<file path="config.mk">
export PLATFORM = sky130hd
export DESIGN_NAME = dram_seq_ctrl
export DESIGN_NICKNAME = d
export VERILOG_FILES = /design/src/rtl/dseq_pkg.sv /design/src/rtl/dseq_interval.sv /design/src/rtl/dseq_refresh.sv /design/src/rtl/dram_seq_ctrl.sv
export SDC_FILE = /design/constraint.sdc
export NUM_CORES = 1
export LEC_CHECK = 0
export BUFFER_PORTS_ARGS = -buffer_cell sky130_fd_sc_hd__buf_2
export CORE_AREA = 4 4 76 78
export DETAILED_ROUTE_END_ITERATION = 8
export DIE_AREA = 0 0 80 82
export PLACE_DENSITY_LB_ADDON = 0.08
export SKIP_CTS_REPAIR_TIMING = 1
export SYNTH_ARGS = -nofsm -noshare
export SYNTH_HDL_FRONTEND = slang
export SYNTH_SLANG_ARGS = --single-unit
</file>
<file path="constraint.sdc">
create_clock -name clk -period 3.95 [get_ports clk]
set_input_delay 0.79 -clock clk [delete_from_list [all_inputs] [get_ports clk]]
set_output_delay 0.79 -clock clk [all_outputs]
set_load 0.02 [all_outputs]
</file>
<file path="src/rtl/dseq_pkg.sv">
// Shared types and helpers for the DRAM strobe sequencer.
// Assumes all timing values are non-negative and the period is non-zero.
package dseq_pkg;

    typedef enum logic [2:0] {
        ST_IDLE,   // strobes high, waiting for work
        ST_ROW,    // row on pins, waiting for row-cycle window
        ST_RAS,    // row strobe low
        ST_COL,    // column on pins, write data / early OE set up
        ST_CAS,    // column strobe just fell
        ST_DATA    // waiting for data windows to expire
    } dseq_state_e;

    localparam int TIM_RAC = 0;
    localparam int TIM_CAC = 1;
    localparam int TIM_PC  = 2;
    localparam int TIM_RC  = 3;
    localparam int TIM_N   = 4;

    // Rounds a nanosecond interval up to whole cycles, never below one.
    function automatic int unsigned ns2cyc(input int unsigned ns, input int unsigned per);
        int unsigned c;
        c = (ns + per - 1) / per;
        return (c == 0) ? 1 : c;
    endfunction

endpackage

</file>
<file path="src/rtl/dseq_interval.sv">
// Minimum-interval down-counter. Loading `load` on `start` makes `done`
// rise `load` cycles later, so an action gated by `done` happens no sooner
// than load+1 edges after the starting edge. Idle (done) out of reset.
module dseq_interval #(
    parameter int unsigned W = 8
) (
    input  logic         clk,
    input  logic         rst_n,
    input  logic         start,
    input  logic [W-1:0] load,
    output logic         done
);
    logic [W-1:0] cnt_q;

    // Reload on start, otherwise count down and rest at zero.
    always_ff @(posedge clk) begin
        if (!rst_n)             cnt_q <= '0;
        else if (start)         cnt_q <= load;
        else if (cnt_q != '0)   cnt_q <= cnt_q - 1'b1;
    end

    assign done = (cnt_q == '0);
endmodule

</file>
<file path="src/rtl/dseq_refresh.sv">
// Refresh scheduler: raises `pend` once every PERIOD cycles and keeps it
// until `ack`. `row` is the next row to refresh and advances on `ack`,
// wrapping after the last row. Assumes PERIOD >= 2.
module dseq_refresh #(
    parameter int unsigned ROW_W  = 4,
    parameter int unsigned PERIOD = 1560
) (
    input  logic             clk,
    input  logic             rst_n,
    input  logic             ack,
    output logic             pend,
    output logic [ROW_W-1:0] row
);
    localparam int unsigned CW = $clog2(PERIOD + 1);

    logic [CW-1:0] tick_q;
    logic          expire;

    assign expire = (tick_q == CW'(PERIOD - 1));

    // Free-running period counter.
    always_ff @(posedge clk) begin
        if (!rst_n)      tick_q <= '0;
        else if (expire) tick_q <= '0;
        else             tick_q <= tick_q + 1'b1;
    end

    // Pending flag: set on expiry, cleared when the sequencer takes it.
    always_ff @(posedge clk) begin
        if (!rst_n)      pend <= 1'b0;
        else if (expire) pend <= 1'b1;
        else if (ack)    pend <= 1'b0;
    end

    // Row pointer advances once per refresh, wrapping naturally.
    always_ff @(posedge clk) begin
        if (!rst_n)   row <= '0;
        else if (ack) row <= row + 1'b1;
    end
endmodule

</file>
<file path="src/rtl/dram_seq_ctrl.sv">
// DRAM strobe sequencer top. Accepts one held request at a time, runs the
// row/column strobe sequence under four minimum-interval counters, and
// interleaves row-only refresh cycles. Strobes are decoded from the state
// register. Assumes the requester drops req_valid in its ready cycle.
module dram_seq_ctrl
    import dseq_pkg::*;
#(
    parameter int unsigned ROW_W       = 4,
    parameter int unsigned COL_W       = 4,
    parameter int unsigned DATA_W      = 8,
    parameter int unsigned CLK_NS      = 5,
    parameter int unsigned TRAC_NS     = 60,
    parameter int unsigned TRC_NS      = 110,
    parameter int unsigned TCAC_NS     = 15,
    parameter int unsigned TPC_NS      = 35,
    parameter int unsigned REFRESH_CYC = 1560,
    localparam int unsigned AW         = (ROW_W > COL_W) ? ROW_W : COL_W
) (
    input  logic                   clk,
    input  logic                   rst_n,
    input  logic                   req_valid,
    input  logic                   req_write,
    input  logic                   req_late_oe,
    input  logic [ROW_W+COL_W-1:0] req_addr,
    input  logic [DATA_W-1:0]      req_wdata,
    output logic                   req_ready,
    output logic [DATA_W-1:0]      rsp_rdata,
    output logic [AW-1:0]          mem_addr,
    output logic                   ras_n,
    output logic                   cas_n,
    output logic                   we_n,
    output logic                   oe_n,
    output logic [DATA_W-1:0]      dq_out,
    output logic                   dq_oe,
    input  logic [DATA_W-1:0]      dq_in
);
    localparam int unsigned RAC_CYC = ns2cyc(TRAC_NS, CLK_NS);
    localparam int unsigned CAC_CYC = ns2cyc(TCAC_NS, CLK_NS);
    localparam int unsigned PC_CYC  = ns2cyc(TPC_NS,  CLK_NS);
    localparam int unsigned RC_CYC  = ns2cyc(TRC_NS,  CLK_NS);
    localparam int unsigned MAX_AB  = (RAC_CYC > CAC_CYC) ? RAC_CYC : CAC_CYC;
    localparam int unsigned MAX_CD  = (PC_CYC  > RC_CYC)  ? PC_CYC  : RC_CYC;
    localparam int unsigned MAXC    = (MAX_AB  > MAX_CD)  ? MAX_AB  : MAX_CD;
    localparam int unsigned TW      = $clog2(MAXC + 1);
    localparam int unsigned LOADS [TIM_N] = '{RAC_CYC - 1, CAC_CYC - 1, PC_CYC - 1, RC_CYC - 1};

    dseq_state_e        state_q, state_d;
    logic [TIM_N-1:0]   tim_start, tim_done;
    logic               accept, ref_ack, finish;
    logic               ref_pend;
    logic [ROW_W-1:0]   ref_row;
    logic               is_wr_q, is_ref_q, late_q, ready_q;
    logic [ROW_W-1:0]   row_q;
    logic [COL_W-1:0]   col_q;
    logic [DATA_W-1:0]  wdata_q, rdata_q;
    logic               col_phase, is_read;

    // One interval counter per timing rule.
    for (genvar g = 0; g < TIM_N; g++) begin : g_tim
        dseq_interval #(.W(TW)) u_tim (
            .clk   (clk),
            .rst_n (rst_n),
            .start (tim_start[g]),
            .load  (TW'(LOADS[g])),
            .done  (tim_done[g])
        );
    end

    dseq_refresh #(.ROW_W(ROW_W), .PERIOD(REFRESH_CYC)) u_ref (
        .clk   (clk),
        .rst_n (rst_n),
        .ack   (ref_ack),
        .pend  (ref_pend),
        .row   (ref_row)
    );

    // Next-state logic with timer gating and refresh priority.
    always_comb begin
        state_d   = state_q;
        tim_start = '0;
        accept    = 1'b0;
        ref_ack   = 1'b0;
        finish    = 1'b0;
        unique case (state_q)
            ST_IDLE: begin
                if (ref_pend) begin
                    ref_ack = 1'b1;
                    state_d = ST_ROW;
                end else if (req_valid && !ready_q) begin
                    accept  = 1'b1;
                    state_d = ST_ROW;
                end
            end
            ST_ROW: begin
                if (tim_done[TIM_RC]) begin
                    tim_start[TIM_RC]  = 1'b1;
                    tim_start[TIM_RAC] = 1'b1;
                    state_d = ST_RAS;
                end
            end
            ST_RAS: begin
                if (!is_ref_q)             state_d = ST_COL;
                else if (tim_done[TIM_RAC]) state_d = ST_IDLE;
            end
            ST_COL: begin
                if (tim_done[TIM_PC]) begin
                    tim_start[TIM_PC]  = 1'b1;
                    tim_start[TIM_CAC] = 1'b1;
                    state_d = ST_CAS;
                end
            end
            ST_CAS: state_d = ST_DATA;
            ST_DATA: begin
                if (tim_done[TIM_RAC] && tim_done[TIM_CAC]) begin
                    finish  = 1'b1;
                    state_d = ST_IDLE;
                end
            end
            default: state_d = ST_IDLE;
        endcase
    end

    // State register and request capture.
    always_ff @(posedge clk) begin
        if (!rst_n) begin
            state_q  <= ST_IDLE;
            is_wr_q  <= 1'b0;
            is_ref_q <= 1'b0;
            late_q   <= 1'b0;
            row_q    <= '0;
            col_q    <= '0;
            wdata_q  <= '0;
        end else begin
            state_q <= state_d;
            if (accept) begin
                is_wr_q  <= req_write;
                is_ref_q <= 1'b0;
                late_q   <= req_late_oe;
                row_q    <= req_addr[ROW_W+COL_W-1 -: ROW_W];
                col_q    <= req_addr[COL_W-1:0];
                wdata_q  <= req_wdata;
            end else if (ref_ack) begin
                is_wr_q  <= 1'b0;
                is_ref_q <= 1'b1;
                row_q    <= ref_row;
            end
        end
    end

    // Completion pulse and read-data capture at the sampling edge.
    always_ff @(posedge clk) begin
        if (!rst_n) begin
            ready_q <= 1'b0;
            rdata_q <= '0;
        end else begin
            ready_q <= finish;
            if (finish && !is_wr_q) rdata_q <= dq_in;
        end
    end

    // Strobe and bus decode from the state register.
    assign col_phase = (state_q == ST_COL) || (state_q == ST_CAS) || (state_q == ST_DATA);
    assign is_read   = !is_wr_q && !is_ref_q;
    assign ras_n     = !(col_phase || (state_q == ST_RAS));
    assign cas_n     = !((state_q == ST_CAS) || (state_q == ST_DATA));
    assign mem_addr  = col_phase ? AW'(col_q) : AW'(row_q);
    assign we_n      = !(is_wr_q && col_phase);
    assign dq_oe     = is_wr_q && col_phase;
    assign dq_out    = wdata_q;
    assign oe_n      = !(is_read && (late_q ? (state_q == ST_DATA) : col_phase));
    assign req_ready = ready_q;
    assign rsp_rdata = rdata_q;
endmodule

</file>
==> metrics.txt <==
# TYPE chip_impl_metric gauge
chip_impl_info{name="status",value="finished, final reports clean"} 1
chip_impl_metric{name="clock_slew_at_the_register_clock_pins_of_the_worst_setup_and_hold_paths",unit="ns"} 0.07
chip_impl_metric{name="ys_seq_elements",unit=""} 67
chip_impl_metric{name="synth_sequential_area_ratio",unit=""} 0.4627
chip_impl_metric{name="drive_gt1_frac",unit=""} 0.1847
chip_impl_metric{name="maxSlewViolCount",unit=""} 0
chip_impl_info{name="yosys-top-cells-area",value="sky130_fd_sc_hd__dfxtp_1 46%, sky130_fd_sc_hd__nand2_1 7.8%, sky130_fd_sc_hd__a21oi_1 4.7%, sky130_fd_sc_hd__nor2_1 4.3%, sky130_fd_sc_hd__xnor2_1 3.9%"} 1
chip_impl_metric{name="first_global_vias",unit=""} 2340
chip_impl_info{name="rsz_0062_raised_after_global_routing",value="no"} 1
chip_impl_metric{name="grt.met3_usage",unit=""} 0.04605
chip_impl_metric{name="filler_cell_count",unit=""} 441
chip_impl_metric{name="placementRows",unit=""} 26
chip_impl_metric{name="totalNegativeSetupSlack",unit="ns"} 0
chip_impl_metric{name="cellLeakagePower",unit="nW"} 1.364
chip_impl_metric{name="yosys.area.top_type_share",unit=""} 0.4627
chip_impl_metric{name="core_area",unit="µm²"} 5075
chip_impl_metric{name="pd_cells",unit="nW/µm²"} 589.7
chip_impl_metric{name="grt_start_max_net_pins",unit=""} 26
chip_impl_metric{name="portBuffers",unit=""} 54
chip_impl_info{name="criticalPathCategory",value="reg2out"} 1
chip_impl_metric{name="worst-r2r-cell-count",unit=""} 6
chip_impl_metric{name="total_power",unit="W"} 0.001977
chip_impl_metric{name="multi_input_gate_area_in_the_final_layout",unit="µm²"} 1418
chip_impl_metric{name="synth-edff-count",unit=""} 0
chip_impl_metric{name="tritoncts.num_buffers",unit=""} 9
chip_impl_metric{name="wl",unit="µm"} 5887
chip_impl_metric{name="post-route-min-period",unit="ns"} 2.603
chip_impl_info{name="leading_cell_type_in_the_layout_fill_and_taps_excluded",value="sky130_fd_sc_hd__dfxtp_1"} 1
chip_impl_info{name="worst_setup_path_start_kind",value="flop"} 1
chip_impl_metric{name="placed_cells_incl_taps",unit=""} 460
chip_impl_metric{name="timing.critical_path.required",unit="ns"} 3.16
chip_impl_metric{name="ys.warnings.count",unit=""} 0
chip_impl_metric{name="detail_route.drc_violations",unit=""} 0
chip_impl_metric{name="floorplan.io_pins",unit=""} 55
chip_impl_metric{name="cts-htree-levels",unit=""} 3
chip_impl_metric{name="final_non_filler_cell_area",unit="µm²"} 3352
chip_impl_info{name="min_from",value="g_tim[2].u_tim.cnt_q[4]"} 1
chip_impl_metric{name="critical_path.max_fanout",unit=""} 13
chip_impl_info{name="tritoncts",value="built"} 1
chip_impl_info{name="cts_root_buffer",value="sky130_fd_sc_hd__clkbuf_8"} 1
chip_impl_metric{name="syn_nets",unit=""} 384
chip_impl_metric{name="routed_wire_length_per_instance",unit="µm"} 12.37
chip_impl_metric{name="timing.max_cap.violations",unit=""} 0
chip_impl_metric{name="min_path_cells",unit=""} 2
chip_impl_metric{name="avgViaCountPerCell",unit=""} 5.279
chip_impl_metric{name="worst_pin_slew",unit="ns"} 0.9833
chip_impl_metric{name="fmax",unit="MHz"} 384.2
chip_impl_info{name="cp-end-kind",value="output port"} 1
chip_impl_metric{name="worst-r2r-setup-slack",unit="ns"} 1.78
chip_impl_info{name="cp-startpoint",value="state_q[2]"} 1
chip_impl_info{name="rr_endpoint",value="g_tim[1].u_tim.cnt_q[2]"} 1
chip_impl_info{name="whs_endpoint",value="g_tim[2].u_tim.cnt_q[4]"} 1
chip_impl_metric{name="antenna_cells_inserted",unit=""} 0
chip_impl_metric{name="layout-area-overhead-vs-synth",unit="%"} 15.62
chip_impl_metric{name="timing.critical_path.arrival",unit="ns"} 1.81
chip_impl_metric{name="gp_congestion",unit=""} 0.8241
chip_impl_metric{name="netSwitchingFraction",unit=""} 0.3539
chip_impl_metric{name="initial_antenna_violation_count",unit=""} 0
chip_impl_metric{name="fp.dieArea",unit="µm²"} 6560
chip_impl_metric{name="seq_power_share",unit=""} 0.442
chip_impl_metric{name="clock_power_share",unit=""} 0.236
chip_impl_info{name="synth_flop_cell",value="sky130_fd_sc_hd__dfxtp_1"} 1
chip_impl_metric{name="average_footprint_of_a_synthesized_cell",unit="µm²"} 8.307
chip_impl_metric{name="fin_skew",unit="ns"} 0.007669
chip_impl_metric{name="overflow",unit=""} 0
chip_impl_metric{name="final-hold-violation-count",unit=""} 0
chip_impl_metric{name="initial_core_util",unit=""} 0.5713
chip_impl_metric{name="finalSetupViolCount",unit=""} 0
chip_impl_metric{name="route.vias.total",unit=""} 2513
chip_impl_metric{name="cellInternalPower",unit="W"} 0.001277
chip_impl_metric{name="route.antenna.remaining_nets",unit=""} 0
chip_impl_metric{name="power.share.combinational",unit=""} 0.322
chip_impl_metric{name="finish.cell_count_without_fillers",unit=""} 476
chip_impl_metric{name="ir_drop",unit="V"} 0.0004264
chip_impl_metric{name="drt_iter0_markers",unit=""} 153
chip_impl_metric{name="dp.final_hpwl",unit="µm"} 4257
chip_impl_metric{name="drt_first_pass_iters",unit=""} 4
chip_impl_metric{name="final-seq-area",unit="µm²"} 1341
chip_impl_metric{name="total_global_route_track_usage",unit=""} 0.1971
chip_impl_metric{name="clk_path_buf_depth",unit=""} 2
chip_impl_metric{name="post_synth_inst_count",unit=""} 349
chip_impl_metric{name="synth.lib_cells_used.distinct",unit=""} 41
chip_impl_metric{name="power_switching",unit="W"} 0.0006997
chip_impl_metric{name="die-height",unit="µm"} 82
chip_impl_metric{name="groute.layer.met2.usage",unit=""} 0.3113
chip_impl_info{name="rr_startpoint",value="g_tim[2].u_tim.cnt_q[0]"} 1
chip_impl_metric{name="asr_flop_ratio_synth",unit=""} 0
chip_impl_metric{name="finalNetCount",unit=""} 436
chip_impl_metric{name="global_route_met1_usage",unit=""} 0.2524
chip_impl_info{name="hold_path_class",value="reg2reg"} 1
chip_impl_metric{name="max-slew-margin-rel",unit=""} 0.3352
chip_impl_metric{name="die_width",unit="µm"} 80
chip_impl_info{name="synth.largest_area_cell",value="sky130_fd_sc_hd__dfxtp_1"} 1
chip_impl_info{name="top_usage_layer",value="met2"} 1
chip_impl_metric{name="clock_latency",unit="ns"} 0.33
chip_impl_info{name="highest_count_cells_in_the_layout_ignoring_fill_and_taps",value="67 x sky130_fd_sc_hd__dfxtp_1, 60 x sky130_fd_sc_hd__nand2_1, 54 x sky130_fd_sc_hd__buf_2, 33 x sky130_fd_sc_hd__nor2_1, 27 x sky130_fd_sc_hd__a21oi_1"} 1
chip_impl_metric{name="dpl_cell_area",unit="µm²"} 3192
chip_impl_metric{name="synth.cell_area",unit="µm²"} 2899
chip_impl_metric{name="grt_first_pass_wirelength",unit="µm"} 10210
chip_impl_metric{name="clock_sinks",unit=""} 67
chip_impl_metric{name="fin_crit_sh",unit=""} 0.6589
[registers in the layout (all words and copies together) (netlist names)]
| signal | count |
|---|---|
| col_q | 4 |
| dq_out | 8 |
| g_tim.u_tim.cnt_q | 20 |
| is_ref_q | 1 |
| is_wr_q | 1 |
| late_q | 1 |
| req_ready | 1 |
| row_q | 4 |
| rsp_rdata | 8 |
| state_q | 3 |
| u_ref.pend | 1 |
| u_ref.row | 4 |
| u_ref.tick_q | 11 |
[Yosys cell counts, drive strengths merged, types with 5 or more instances]
| library cell | number |
|---|---|
| a21oi | 27 |
| a221oi | 5 |
| buf | 8 |
| clkbuf | 6 |
| dfxtp | 67 |
| ha | 6 |
| inv | 17 |
| nand2 | 60 |
| nand2b | 7 |
| nand3 | 15 |
| nand3b | 5 |
| nor2 | 33 |
| nor3 | 17 |
| nor4b | 6 |
| o21ai | 19 |
| o31ai | 7 |
| or3 | 5 |
| xnor2 | 13 |
| xor2 | 5 |
[worst max-delay path, cell delays in order, from the launching register on]
cell,delay [ns]
sky130_fd_sc_hd__dfxtp_1,0.55
sky130_fd_sc_hd__nor2b_1,0.25
sky130_fd_sc_hd__inv_1,0.11
sky130_fd_sc_hd__nand2_1,0.22
sky130_fd_sc_hd__nand2_1,0.07
sky130_fd_sc_hd__o21ai_0,0.08
sky130_fd_sc_hd__buf_2,0.19
[through the flow]
stage | util | hold WS (ns) | setup WS, ns
5_1_grt | 0.6605 | 0.4746 | 1.148
3_5_place_dp | 0.6289 | 0.4411 | 1.645
3_3_place_gp | 0.6289 | 0.4253 | 1.692
4_1_cts | 0.6605 | 0.4546 | 1.325
6_report | 0.6605 | 0.4493 | 1.347
2_1_floorplan | - | 0.4176 | 1.663
[per-layer routing]
metal  wire (µm)  vias to the layer above
met5           0                        -
met4         141                        0
met3         376                       16
met2        2612                       62
met1        2757                     1137
li1            -                     1298
[power by group through the flow]
stage | clock network [W] | logic [W] | registers (W)
after floorplan | 0 | 0.000507 | 0.000870
after global placement | 0 | 0.000621 | 0.000882
after detailed placement | 0 | 0.000636 | 0.000886
after CTS | 0.000482 | 0.000639 | 0.000872
after global routing | 0.000509 | 0.000720 | 0.000887
final | 0.000466 | 0.000637 | 0.000874
[area by class of cell]
class / instances / area share
Clock buffer: 10 / 0.03807
Inverter: 18 / 0.02016
Clock inverter: 6 / 0.009705
Multi-Input combinational cell: 250 / 0.4229
Sequential cell: 67 / 0.4002
Tap cell: 70 / 0.02613
Timing Repair Buffer: 55 / 0.08287
[logic make-up after synthesis]
kind of cell,after synthesis,synth area share
simple gates,161,0.2762
compound gates,64,0.1291
fa+ha+maj,6,0.02589
flops,67,0.4627
mux,1,0.003453
buf+inv,32,0.04834
xor+xnor,18,0.05438
[worst max path at each step]
stage	to	slack [ns]	depth (start not counted)
after global routing	mem_addr[2]	1.15	6
after floorplan	mem_addr[0]	1.66	5
after CTS	mem_addr[3]	1.33	6
after global placement	row_q[0]	1.69	4
after detailed placement	row_q[2]	1.64	4
final	mem_addr[3]	1.35	6
No activity file was read; power rests on OpenSTA's default activity.
